<file path="src/rtl/vdsm_pkg.sv">
package vdsm_pkg;

  // Phase command: bit 1 = high-side on, bit 0 = low-side on
  typedef enum logic [1:0] {
    PH_IDLE  = 2'b00,
    PH_LOW   = 2'b01,
    PH_HIGH  = 2'b10,
    PH_SHOOT = 2'b11
  } phase_cmd_e;

  function automatic phase_cmd_e decode_cmd(input logic hi, input logic lo);
    return phase_cmd_e'({hi, lo});
  endfunction

endpackage

</file>
<file path="src/rtl/vdsm_blank_timer.sv">
module vdsm_blank_timer
  import vdsm_pkg::*;
#(
  parameter int DEAD_CYCLES = 8,
  parameter int LONG_DT     = 4
) (
  input  logic clk,
  input  logic rst,
  input  logic gate_hi,
  input  logic gate_lo,
  output logic armed
);

  localparam int NORM_LEN  = 2 * DEAD_CYCLES;
  localparam int SHORT_LEN = DEAD_CYCLES;
  localparam int LONG_CYC  = LONG_DT * DEAD_CYCLES;
  localparam int BW        = $clog2(NORM_LEN + 1);
  localparam int IW        = $clog2(LONG_CYC + 1);

  phase_cmd_e    cmd_now;
  phase_cmd_e    cmd_q;
  logic [IW-1:0] idle_cnt;
  logic [BW-1:0] blank_cnt;
  logic          change_c;
  logic          long_idle;
  logic          turn_on;
  logic [BW-1:0] load_val;

  assign cmd_now   = decode_cmd(gate_hi, gate_lo);
  assign change_c  = (cmd_now != cmd_q);
  assign long_idle = (idle_cnt >= IW'(LONG_CYC));
  assign turn_on   = (cmd_now != PH_IDLE);
  assign load_val  = (long_idle && turn_on) ? BW'(SHORT_LEN - 1) : BW'(NORM_LEN - 1);
  assign armed     = !change_c && (blank_cnt == '0);

  // Previous command, used to detect edges
  always_ff @(posedge clk) begin
    if (rst) cmd_q <= PH_IDLE;
    else     cmd_q <= cmd_now;
  end

  // Consecutive fully-off cycles, saturating at the long threshold
  always_ff @(posedge clk) begin
    if (rst)               idle_cnt <= '0;
    else if (turn_on)      idle_cnt <= '0;
    else if (!long_idle)   idle_cnt <= idle_cnt + IW'(1);
  end

  // Blanking window: reloads on any change, counts down to zero
  always_ff @(posedge clk) begin
    if (rst)                    blank_cnt <= '0;
    else if (change_c)          blank_cnt <= load_val;
    else if (blank_cnt != '0)   blank_cnt <= blank_cnt - BW'(1);
  end

  // a running window counts down by one per cycle
  a_r5_countdown: assert property (@(posedge clk) disable iff (rst)
    (!change_c && blank_cnt != '0) |=> (blank_cnt == $past(blank_cnt) - BW'(1)));

  // turn-on after a long off interval gets the short window
  a_r6_short_window: assert property (@(posedge clk) disable iff (rst)
    (change_c && long_idle && turn_on) |=> (blank_cnt == BW'(SHORT_LEN - 1)));

  // any other change restarts the full window
  a_r8_restart_full: assert property (@(posedge clk) disable iff (rst)
    (change_c && !(long_idle && turn_on)) |=> (blank_cnt == BW'(NORM_LEN - 1)));

  // idle counter never passes the long threshold
  a_r7_idle_sat: assert property (@(posedge clk) disable iff (rst)
    idle_cnt <= IW'(LONG_CYC));

endmodule

</file>
<file path="src/rtl/vdsm_flag_qual.sv">
module vdsm_flag_qual (
  input  logic gate_hi,
  input  logic gate_lo,
  input  logic armed,
  input  logic vds_hi_over,
  input  logic vds_lo_over,
  input  logic drain_sense_fault,
  output logic hit
);

  logic hi_flag;
  logic hi_hit;
  logic lo_hit;

  // Supply-drain fault looks like a high-side short on this phase
  assign hi_flag = vds_hi_over | drain_sense_fault;
  assign hi_hit  = gate_hi & hi_flag;
  assign lo_hit  = gate_lo & vds_lo_over;
  assign hit     = armed & (hi_hit | lo_hit);

endmodule

</file>
<file path="src/rtl/vds_fault_monitor.sv">
module vds_fault_monitor #(
  parameter int NUM_PHASES  = 3,
  parameter int DEAD_CYCLES = 8,
  parameter int LONG_DT     = 4
) (
  input  logic                  clk,
  input  logic                  rst,
  input  logic [NUM_PHASES-1:0] gate_hi,
  input  logic [NUM_PHASES-1:0] gate_lo,
  input  logic [NUM_PHASES-1:0] vds_hi_over,
  input  logic [NUM_PHASES-1:0] vds_lo_over,
  input  logic                  drain_sense_fault,
  output logic [NUM_PHASES-1:0] phase_fault,
  output logic                  bridge_fault
);

  logic [NUM_PHASES-1:0] armed;
  logic [NUM_PHASES-1:0] hit;

  for (genvar p = 0; p < NUM_PHASES; p++) begin : g_phase
    vdsm_blank_timer #(
      .DEAD_CYCLES (DEAD_CYCLES),
      .LONG_DT     (LONG_DT)
    ) u_timer (
      .clk     (clk),
      .rst     (rst),
      .gate_hi (gate_hi[p]),
      .gate_lo (gate_lo[p]),
      .armed   (armed[p])
    );

    vdsm_flag_qual u_qual (
      .gate_hi           (gate_hi[p]),
      .gate_lo           (gate_lo[p]),
      .armed             (armed[p]),
      .vds_hi_over       (vds_hi_over[p]),
      .vds_lo_over       (vds_lo_over[p]),
      .drain_sense_fault (drain_sense_fault),
      .hit               (hit[p])
    );

    // a fault bit only follows a cycle where some device of the phase was on
    a_r2_on_only: assert property (@(posedge clk) disable iff (rst)
      phase_fault[p] |-> $past(gate_hi[p] | gate_lo[p]));

    // drain-sense fault on an armed high side faults the phase
    a_r9_drain_all: assert property (@(posedge clk) disable iff (rst)
      (drain_sense_fault && gate_hi[p] && armed[p]) |=> phase_fault[p]);
  end

  always_ff @(posedge clk) begin
    if (rst) begin
      phase_fault  <= '0;
      bridge_fault <= 1'b0;
    end else begin
      phase_fault  <= hit;
      bridge_fault <= |hit;
    end
  end

  // bridge request tracks the phase vector every cycle
  a_r10_or: assert property (@(posedge clk) disable iff (rst)
    bridge_fault == (|phase_fault));

endmodule

</file>
<file path="config.mk">
export PLATFORM = sky130hd
export DESIGN_NAME = vds_fault_monitor
export DESIGN_NICKNAME = d
export VERILOG_FILES = /design/src/rtl/vdsm_pkg.sv /design/src/rtl/vdsm_blank_timer.sv /design/src/rtl/vdsm_flag_qual.sv /design/src/rtl/vds_fault_monitor.sv
export SDC_FILE = /design/constraint.sdc
export NUM_CORES = 1
export LEC_CHECK = 0
export ABC_AREA = 1
export BUFFER_PORTS_ARGS = -buffer_cell sky130_fd_sc_hd__buf_2
export CAP_MARGIN = 20
export CORE_UTILIZATION = 40
export DETAILED_ROUTE_END_ITERATION = 8
export PLACE_DENSITY = 0.6
export SYNTH_ARGS = -nofsm -noshare
export SYNTH_HDL_FRONTEND = slang
export SYNTH_SLANG_ARGS = --single-unit
</file>
<file path="constraint.sdc">
create_clock -name clk -period 2.8 [get_ports clk]
set_clock_uncertainty 0.15 [all_clocks]
set_input_delay 0.56 -clock clk [delete_from_list [all_inputs] [get_ports clk]]
set_output_delay 0.56 -clock clk [all_outputs]
set_load 0.02 [all_outputs]
</file>
==> results.toml <==
[floorplanning]
die_y_um = 73.6
fp.coreArea_sq_um = 4820
io_pins = 19
die-area_sq_um = 5420
die_w_um = 73.6
start_util = 0.426
rows = 25

[critical_path]
max_stage_delay_ps = 330
required_ps = 2090
crit_type = "flop to output port"
path_max_fanout = 1
cpMaxStageDelayCell = "dfxtp_1"
crit_buf_inv = 1
path_delay_family = "flip-flops"
endpoint_kind = "output port"
path_cells = "buf_2"
cp_num_cells = 1
startpoint_type = "flop"
r2r_cells = 7
cp.arrival_ps = 790

[cts]
ctsHtreeMaxLevel = 2
clk_path_buf_depth = 2
clock_latency_ps = 300
cts_buffers = 5
cts.repair.resized = 0
clkSinkCount = 43
clkTransAtPathRegs_ps = 80
cts_tree = "yes"
postCtsSetupBuffers = 0
cts-root-buf = "clkbuf_8"
cts_hold_repair.buffers = 0

[global_routing]
met3_usage = 0.0466
gr-usage-met1 = 0.184
grt_use_total = 0.157
first_global_vias = 1567
busiest_layer = "met2"
grt_pass1_wl_um = 6440
antenna_found_initial = 0
grt_overflow = 0
grt_util_met2 = 0.266
grt_max_degree = 16

[synthesis]
synth_top_area_share = 0.419
synth_warnings = 0
synthTopCellsByArea = "dfxtp_1 (42%), nand2_1 (15%), inv_1 (10%)"
synthCells = 304
syn_area_sq_um = 2050
yosysSeqAreaShare = 0.419
syn_area_per_cell_sq_um = 6.75
synth_nets = 328
ys_types = 18
yosys_register_bits = 43
synth.largest_area_cell = "dfxtp_1"

[worst_hold_path]
hp-class = "flop to flop"
holdPathStages = 2

[power]
p_leak_nw = 1.17
ir_drop_uv = 275
power_density_nw_per_um2 = 549

[sta]
hold_ws_ps = 310
layout_setup_ws_ps = 1300
timing.final.crit_share = 0.535
relSlewSlack = 0.768
tns_ps = 0
finalCriticalPeriod_ps = 1500
finalSetupViolCount = 0
drv_slew = 0
grt_setup_unrepaired = "no"
fmax_mhz = 667
final_hold_viol_count = 0
worst_pin_slew_ps = 349

[drt]
vias = 1789
drtPass1Iterations = 4
drt_iter0_markers = 67
drc = 0
avgRoutedWirePerCell_um = 9.52
routed_wl_um = 3770
final_antenna_net_count = 0
viasPerCell = 4.52

[placement]
dp_hpwl_um = 2910
place_ws_ps = 1130
portBuffers = 18
gp_congestion = 0.760
dpl_cell_area_sq_um = 2220
dp_cells = 388

[layout]
nFillCells = 517
fin_area_sq_um = 2330
stdcell_count = 396
antenna_cells = 0
drive_gt1_frac = 0.106
final_nets = 352
area_delta_synth_final_pct = 13.7
multi_input_area_sq_um = 960
seq_area_sq_um = 861

[outcome]
status = "complete, no violations"

[run]
cap_violations = 0
## where the power goes
part / switching [mW] / internal, mW / total, mW
clock network: 0.205 / 0.289 / 0.493
logic: 0.0888 / 0.0498 / 0.139
registers: 0.0141 / 0.634 / 0.648
## routing by layer
metal	vias to the layer above	wire length, um
li1	992	-
met5	-	0
met4	0	82
met1	774	1790
met2	16	1790
met3	7	107
## cell usage after synthesis
cell     count
xor2_1       1
nand2_2      3
buf_6        1
ha_1         9
dfxtp_1     43
nand3_1     21
nand2_1     81
nor3_4       1
nor3_1       7
inv_1       55
nor2_2       1
nand4_1      5
nor4_1       3
inv_2        4
and3_1       2
o21ai_0     10
a21oi_1     21
nor2_1      36
## cell type report
type                            count  share of cell area
Multi-Input combinational cell    201               0.411
Sequential cell                    43               0.369
Inverter                           59              0.0949
Timing Repair Buffer               18              0.0386
Tap cell                           67              0.0359
Clock buffer                        6              0.0354
Clock inverter                      2              0.0150
## stage by stage
| stage | power [mW] | util |
|---|---|---|
| after floorplan | 0.764 | - |
| after global placement | 0.801 | 0.460 |
| after detailed placement | 0.802 | 0.460 |
| after CTS | 1.30 | 0.484 |
| after global routing | 1.36 | 0.484 |
| final | 1.28 | 0.484 |
## logic make-up after synthesis
group,after synthesis,share of synthesized area
buffers and inverters,60,0.113
AOI/OAI and AO/OA,31,0.0756
xor gates and xnor gates,1,0.00427
and+or+nand+nor,160,0.333
adders and majority gates,9,0.0548
DFF,43,0.419
## placed cells by master, fill, tap and decap left out
| master | instances |
|---|---|
| a21oi_1 | 21 |
| and3_1 | 2 |
| buf_2 | 18 |
| bufinv_16 | 1 |
| clkbuf_8 | 6 |
| clkinv_2 | 1 |
| dfxtp_1 | 43 |
| ha_1 | 9 |
| inv_1 | 55 |
| inv_2 | 4 |
| nand2_1 | 81 |
| nand2_2 | 3 |
| nand3_1 | 21 |
| nand4_1 | 5 |
| nor2_1 | 36 |
| nor2_2 | 1 |
| nor3_1 | 7 |
| nor3_4 | 1 |
| nor4_1 | 3 |
| o21ai_0 | 10 |
| xor2_1 | 1 |
## path summary, 6_finish.rpt
path                                endpoint  slack [ps]                            start
max                           phase_fault[0]        1300                   phase_fault[0]
min          g_phase[0].u_timer.blank_cnt[4]         310  g_phase[0].u_timer.blank_cnt[4]
max reg2reg  g_phase[1].u_timer.blank_cnt[3]        1340  g_phase[1].u_timer.blank_cnt[0]
min reg2reg  g_phase[0].u_timer.blank_cnt[4]         310  g_phase[0].u_timer.blank_cnt[4]
## flip-flops by register name (all words and copies together) (netlist names)
name                       flops
bridge_fault                   1
g_phase.u_timer.idle_cnt      18
g_phase.u_timer.blank_cnt     15
g_phase.u_timer.cmd_q          6
phase_fault                    3
(Power assumes the default switching activity.)
